<file path="src/rtl/shadow_pwm.sv">
module shadow_pwm #(
  parameter int NCH = 4,
  parameter int PW  = 30,
  parameter int AW  = 8,
  parameter int DW  = 32
) (
  input  logic          clk,
  input  logic          rst_n,
  input  logic          wr_en,
  input  logic [AW-1:0] wr_addr,
  input  logic [DW-1:0] wr_data,
  input  logic [AW-1:0] rd_addr,
  output logic [DW-1:0] rd_data,
  output logic [NCH-1:0] pwm_out,
  output logic [NCH-1:0] pad_oe
);
  localparam logic [AW-1:0] A_POL = AW'(8'h40);
  localparam logic [AW-1:0] A_RUN = AW'(8'h44);
  localparam logic [AW-1:0] A_UPD = AW'(8'h4C);
  localparam logic [AW-1:0] A_OE  = AW'(8'hD0);

  logic [NCH-1:0][PW-1:0] ph_q, pr_q, wk_ph, wk_pr, cnt;
  logic [NCH-1:0] pol_q, run_q, upd_q, oe_q, pend;

  wire wr_run = wr_en && wr_addr == A_RUN;
  wire wr_upd = wr_en && wr_addr == A_UPD;
  wire [NCH-1:0] run_rise = {NCH{wr_run}} & wr_data[NCH-1:0] & ~run_q;
  wire [NCH-1:0] upd_rise = {NCH{wr_upd}} & wr_data[NCH-1:0] & ~upd_q;

  logic [NCH-1:0] bnd;
  always_comb
    for (int n = 0; n < NCH; n++)
      bnd[n] = ({1'b0, cnt[n]} + (PW+1)'(1)) >= {1'b0, wk_pr[n]};

  always_ff @(posedge clk or negedge rst_n) begin
    if (!rst_n) begin
      ph_q <= '0; pr_q <= '0; wk_ph <= '0; wk_pr <= '0; cnt <= '0;
      pol_q <= '0; run_q <= '0; upd_q <= '0; oe_q <= '0; pend <= '0;
    end else begin
      for (int n = 0; n < NCH; n++) begin
        if (run_rise[n]) begin
          wk_ph[n] <= ph_q[n];
          wk_pr[n] <= pr_q[n];
          cnt[n]   <= '0;
          pend[n]  <= 1'b0;
        end else if (!run_q[n]) begin
          cnt[n]  <= '0;
          pend[n] <= 1'b0;
        end else begin
          if (bnd[n]) begin
            cnt[n] <= '0;
            if (pend[n]) begin
              wk_ph[n] <= ph_q[n];
              wk_pr[n] <= pr_q[n];
              pend[n]  <= 1'b0;
            end
          end else begin
            cnt[n] <= cnt[n] + PW'(1);
          end
          if (upd_rise[n]) pend[n] <= 1'b1;
        end
        if (wr_en && wr_addr == AW'(n*8))   ph_q[n] <= wr_data[PW-1:0];
        if (wr_en && wr_addr == AW'(n*8+4)) pr_q[n] <= wr_data[PW-1:0];
      end
      if (wr_en && wr_addr == A_POL) pol_q <= wr_data[NCH-1:0];
      if (wr_run) run_q <= wr_data[NCH-1:0];
      if (wr_upd) upd_q <= wr_data[NCH-1:0];
      if (wr_en && wr_addr == A_OE) oe_q <= wr_data[NCH-1:0];
    end
  end

  always_comb
    for (int n = 0; n < NCH; n++)
      pwm_out[n] = run_q[n] & (pol_q[n] ? (cnt[n] < wk_ph[n]) : (cnt[n] >= wk_ph[n]));

  assign pad_oe = oe_q;

  always_comb begin
    rd_data = '0;
    for (int n = 0; n < NCH; n++) begin
      if (rd_addr == AW'(n*8))   rd_data = DW'(ph_q[n]);
      if (rd_addr == AW'(n*8+4)) rd_data = DW'(pr_q[n]);
    end
    if (rd_addr == A_POL) rd_data = DW'(pol_q);
    if (rd_addr == A_RUN) rd_data = DW'(run_q);
    if (rd_addr == A_UPD) rd_data = DW'(upd_q);
    if (rd_addr == A_OE)  rd_data = DW'(oe_q);
  end
endmodule

</file>
<file path="config.mk">
export PLATFORM = sky130hd
export DESIGN_NAME = shadow_pwm
export DESIGN_NICKNAME = d
export VERILOG_FILES = /design/src/rtl/shadow_pwm.sv
export SDC_FILE = /design/constraint.sdc
export NUM_CORES = 1
export LEC_CHECK = 0
export BUFFER_PORTS_ARGS = -buffer_cell sky130_fd_sc_hd__buf_4
export CAP_MARGIN = 20
export CORE_MARGIN = 5
export CORE_UTILIZATION = 63
export DETAILED_ROUTE_END_ITERATION = 8
export GPL_ROUTABILITY_DRIVEN = 0
export GPL_TIMING_DRIVEN = 1
export PLACE_DENSITY = 0.8
export SYNTH_ARGS = -nofsm -noshare
export SYNTH_HDL_FRONTEND = slang
export SYNTH_SLANG_ARGS = --single-unit
</file>
<file path="constraint.sdc">
create_clock -name clk -period 4.5 [get_ports clk]
set_clock_uncertainty 0.15 [all_clocks]
set_input_delay 0 -clock clk [delete_from_list [all_inputs] [get_ports clk]]
set_output_delay 0 -clock clk [all_outputs]
set_load 0.01 [all_outputs]
</file>
After elaboration in Yosys (flattened, before gate mapping)
Index checks and enable logic that the tools add are counted.
{"block": "totals", "ff_bits": 620, "latch_bits": 0, "ram_bits": 0, "rom_bits": 0, "output_inout_bits": 40, "elab_cells": 190, "n_memories": 0}
{"block": "classes", "add_sub_neg": 8, "multipliers": 0, "div": 0, "n_lt_le_gt_ge": 12, "n_eq_ne": 26, "shift": 0, "n_mux": 76, "n_bitwise": 10, "reduce_logical": 30}
{"operator": "30-bit two-way mux", "n": 46}
{"operator": "32-bit two-way mux", "n": 10}
{"operator": "30-bit by 1-bit adder with 31-bit output (second input constant)", "n": 4}
{"operator": "31-bit by 30-bit greater-or-equal comparator with 1-bit output", "n": 4}
{"operator": "30-bit by 1-bit adder with 30-bit output (second input constant)", "n": 4}
{"operator": "30-bit greater-or-equal comparator", "n": 4}
{"operator": "30-bit < comparator", "n": 4}
{"operator": "8-bit by 5-bit == test with 1-bit output (second input constant)", "n": 8}
{"operator": "8-bit by 7-bit == test with 1-bit output (second input constant)", "n": 6}
{"operator": "8-bit by 4-bit == test with 1-bit output (second input constant)", "n": 4}
{"operator": "2-bit nonzero test", "n": 12}
{"operator": "1-bit two-way mux", "n": 20}
{"operator": "4-bit bitwise AND", "n": 4}
{"operator": "8-bit by 3-bit == test with 1-bit output (second input constant)", "n": 2}
{"operator": "8-bit == test (second input constant)", "n": 2}
{"operator": "8-bit zero test", "n": 2}
{"operator": "4-bit by 1-bit inequality test with 1-bit output (second input constant)", "n": 4}
{"operator": "1-bit logical AND", "n": 12}
{"operator": "3-bit AND reduction", "n": 4}
{"operator": "4-bit inverter", "n": 2}
{"operator": "1-bit bitwise AND", "n": 4}

Logic depth before layout (Yosys ltp)
{"block": "depth", "ltp_word": 13, "ltp_mapped": 18}

Worst setup path after synthesis
OpenSTA, ideal clock, no wires.
{"block": "synth_path", "kind": "reg2reg", "startpoint": "register cnt[41] (netlist name)", "endpoint": "register wk_ph[59] (netlist name)", "setup_ps": 126, "arrival_time_ps": 3605, "required_time_ps": 4224, "setup_slack_ps": 619, "path_stages_with_launch": 16, "path_buffers": 2, "synth_period_minus_slack_ps": 3881, "path_cell_list": "dfrtp_1 -> nand3_1 -> or3_1 -> or2_1 -> clkbuf_1 -> nor3_1 -> xor2_1 -> ha_1 -> nand4_1 -> nor2_1 -> a41oi_1 -> a211oi_1 -> nor4_1 -> o221ai_1 -> buf_2 -> a221o_1"}
{"block": "synth_between", "elab_chain_cells": 4}
{"item": "start, declared", "line": "22", "rtl": "logic [NCH-1:0][PW-1:0] ph_q, pr_q, wk_ph, wk_pr, cnt;"}
{"item": "start signal, assigned by index", "line": "58", "rtl": "cnt[n] <= cnt[n] + PW'(1);"}
{"item": "30-bit by 1-bit adder with 31-bit output", "line": "33", "rtl": "bnd[n] = ({1'b0, cnt[n]} + (PW+1)'(1)) >= {1'b0, wk_pr[n]};"}
{"item": "31-bit by 30-bit greater-or-equal comparator with 1-bit output", "line": "33"}
{"item": "2-bit nonzero test (no source line)"}
{"item": "3-bit AND reduction (no source line)"}
{"item": "end signal, assigned by index", "line": "42", "rtl": "wk_ph[n] <= ph_q[n];"}
{"item": "end signal, assigned by index", "line": "53", "rtl": "wk_ph[n] <= ph_q[n];"}
{"item": "end, declared", "line": "22"}
No other way between the ends.
A chain may end at the register's enable or synchronous reset.

Worst setup path after layout
{"block": "layout_path", "startpoint": "register cnt[97] (netlist name)", "endpoint": "register wk_pr[100] (netlist name)"}
{"block": "layout_between", "elab_chain_cells": 4}
{"item": "30-bit by 1-bit adder with 31-bit output", "line": "33"}
{"item": "31-bit by 30-bit greater-or-equal comparator with 1-bit output", "line": "33"}
{"item": "2-bit nonzero test (no source line)"}
{"item": "3-bit AND reduction (no source line)"}
{"item": "end signal, assigned by index", "line": "43", "rtl": "wk_pr[n] <= pr_q[n];"}
{"item": "end signal, assigned by index", "line": "54", "rtl": "wk_pr[n] <= pr_q[n];"}
{"item": "end, declared", "line": "22"}
No other way between the ends.

==> key figures <==
Global route
  – Initial antenna violation count: 2
  – Largest net degree at the start of global routing: 126
  – GR Overflow Total: 0
  – GRT Resource Usage Total: 33.90%
  – Vias in the first global route: 25,040
  – First-pass GRT wire length: 149.8 mm

Routing
  – DRC: 0
  – Avg Vias per Cell: 6.677
  – Detail Route Antenna Nets: 0
  – Via count: 25,070
  – Iteration-0 DRC Markers: 3,131
  – Routed WL per cell: 26.02 um
  – Final wirelength: 97.67 mm
  – Pre-antenna DRT Iters: 7

STA
  – Slew Limit Fails: 0
  – WHS: -0.01618 ns
  – Slew HR: 19.52%
  – Fin crit period: 4.269 ns
  – Worst-Margin Slew: 1.196 ns
  – Worst setup margin: 0.2313 ns
  – Final setup fails: 0
  – Final period utilization: 94.86%
  – Fmax: 0.2343 GHz
  – Hold Violations, Final: 36

Clock tree
  – Root buffer cell: clkbuf_16
  – Htree depth: 3
  – # clock sinks: 620
  – CTS Buffer Depth: 3
  – TritonCTS clock tree: built
  – CTS clk-pin slew, worst paths: 0.06 ns
  – Inserted Clock Buffers: 66
  – Clk_lat worst skew: 0.60 ns

Final layout
  – Layout area overhead: 13.64%
  – Final core utilization: 72.52%
  – Fin cells: 3,754
  – Nets: 3,320
  – Commonest non-fill, non-tap cell in the layout: dfrtp_1
  – Multi-input logic area: 15,950 sq um
  – FF+latch area: 15,520 sq um
  – Most frequent cells in the layout: dfrtp_1 (618), mux2_2 (329), inv_1 (263)
  – Fillers: 3,264
  – Share of layout cells above drive strength 1: 22.32%

Yosys
  – Synth unique cells: 77
  – Synth Warn #: 0
  – Most used DFF post-synth: dfrtp_1
  – Mapped cell area: 32,870 sq um
  – Register bit total from synthesis: 620
  – Post-synth top area share: 47.20%
  – Dominant cells by area after synthesis: dfrtp_1 (47%), mux2_2 (11%), ha_1 (9.3%)
  – Asr flop ratio synth: 100.0%
  – Area leader, netlist: dfrtp_1
  – Post-synth EDFFs: 0
  – Mapped Cells: 2,881
  – Mean Syn Cell Area: 11.41 sq um
  – Sequential share of the synthesized area: 47.20%

Placed design
  – Setup WS pre-CTS: -0.04831 ns
  – HPWL Detailed: 69.15 mm
  – PortBufs: 86
  – Placed insts: 3,595

Die
  – Full die area: 56,850 sq um
  – Core Area: 51,510 sq um
  – I/O pin count: 91
  – Initial Util: 63.82%
  – Die X: 238.4 um
  – Row count: 83
  – Die height: 238.4 um

Run status
  – Status: finished, violations left
  – Failing checks: negative hold slack

Worst setup path
  – Setup CP Type: flip-flop to flip-flop
  – Critical Path, Cell by Cell: and4_1 > or3b_2 > nor2_2 > nand3_1 > xnor2_1 > ha_1 > nand3_1 > nor3_1 > nand2_1 > a2111oi_1 > o21ai_0 > nand2_2 > clkbuf_16 > mux2_2
  – CP max stage delay: 0.54 ns
  – WP buf/inv: 1
  – Worst-path fanout max: 30
  – Cell family contributing the most delay on the critical path: simple AND/OR/NAND/NOR gates
  – Top cell by count, worst path: nand3_1
  – Crit. End Element: flip-flop
  – Worst EP required: 4.82 ns
  – Crit-path slowest cell: or3b_2
  – Crit path DAT: 4.59 ns
  – Critical Path Source Type: flip-flop

Pwr
  – Max VDD drop: 259.6 uV
  – P per Cell Area: 330.2 nW/um^2
  – Pwr Total: 12.34 mW
  – P_leak: 18.57 nW

Job
  – Max-cap violations: 0

Hold path
  – HP Class: primary input to asynchronous set/reset pin
[cell type report]
class | count | share of cell area, %
multi-input combinational | 1882 | 42.71
tap | 680 | 2.278
inverter | 263 | 2.643
timing repair buffer | 192 | 4.492
clock buffer | 86 | 5.034
clock inverter | 30 | 1.303
sequential | 620 | 41.54
antenna | 1 | 0.006699
[synth_stat cells, types with 4 or more instances]
library cell,count
dfrtp_1,620
mux2_2,329
inv_1,263
ha_1,244
nand2_1,133
and3_1,115
nor2_1,100
a221o_1,89
a21oi_1,80
xnor2_1,77
nor2b_1,73
clkbuf_1,72
nand3_1,64
o21ai_0,61
mux2_4,60
nand4_1,57
and2_1,37
xor2_1,35
nor3_1,31
a22oi_1,30
a31oi_1,30
a222oi_1,28
a21o_1,25
mux2_1,22
buf_2,20
and4_1,19
o21a_1,16
buf_1,15
a211oi_1,13
nor4_1,9
buf_6,7
nand2b_1,7
o211ai_1,7
a2111oi_0,6
a221oi_1,5
o31ai_1,5
or4_1,5
o2111ai_1,4
[final timing paths]
path                               to  cells after the start  slack (ns)       start
max reg2reg                wk_pr[100]                     14        0.23     cnt[97]
max in group asynchronous    cnt[112]                      3        2.93       rst_n
min in group clk             pr_q[30]                      3        0.10  wr_data[0]
min                           cnt[16]                      2       -0.02       rst_n
max                        wk_pr[100]                     14        0.23     cnt[97]
min reg2reg                  ph_q[92]                      2        0.34    ph_q[92]
[sequential cells by signal, indices dropped and copies added, names as in the netlist]
name	flops
pend	4
pr_q	120
cnt	120
upd_q	4
wk_pr	120
pol_q	4
ph_q	120
pad_oe	4
wk_ph	120
run_q	4
[cell families (layout without fill, tap and decap cells)]
| group | after synthesis | after routing | synth area share, % |
|---|---|---|---|
| AOI/OAI and AO/OA | 431 | 431 | 9.748 |
| xor gates and xnor gates | 112 | 112 | 2.984 |
| adders and majority gates | 244 | 244 | 9.287 |
| buffers and inverters | 380 | 571 | 4.609 |
| DFF | 620 | 620 | 47.20 |
| muxes | 417 | 417 | 15.06 |
| other | 1 | 3 | 0.01141 |
| and+or+nand+nor | 676 | 676 | 11.10 |
[metrics by stage]
step / setup TNS [ns] / area, sq um
after global placement: 0 / 34500
final: 0 / 37360
after CTS: 0 / 37270
after global routing: -0.04076 / 37350
after floorplan: 0 / 32880
after detailed placement: -0.9196 / 34500
[layer usage]
layer  routed length [um]  global-route usage [%]
met1                38390                   46.67
met3                10240                   8.056
met2                42590                   49.86
met5                    9                       0
met4                 6432                   19.01
[worst register-to-register path, delay by kind of cell, from the launching register on]
kind | cells | cell delay, ns
AOI/OAI and AO/OA | 2 | 0.60
muxes | 1 | 0.37
buffers and inverters | 1 | 0.26
DFF | 1 | 0.45
adders and majority gates | 1 | 0.33
xor gates and xnor gates | 1 | 0.19
and+or+nand+nor | 8 | 1.80
[what timing repair did]
item	4_1_cts	5_1_grt
gates cloned	0	1
resized for setup	1	13
pin swaps	0	1
hold buffers	39	0
endpoints found under the hold margin	373	0
endpoints found under the setup margin	30	192
setup buffers	0	1
[report_power, final]
part           switching, mW  internal, mW  total, mW
Clock                   2.32          3.65       5.97
Combinational          0.323         0.190      0.513
Sequential             0.163          5.69       5.85
No activity file was read; power rests on OpenSTA's default activity.
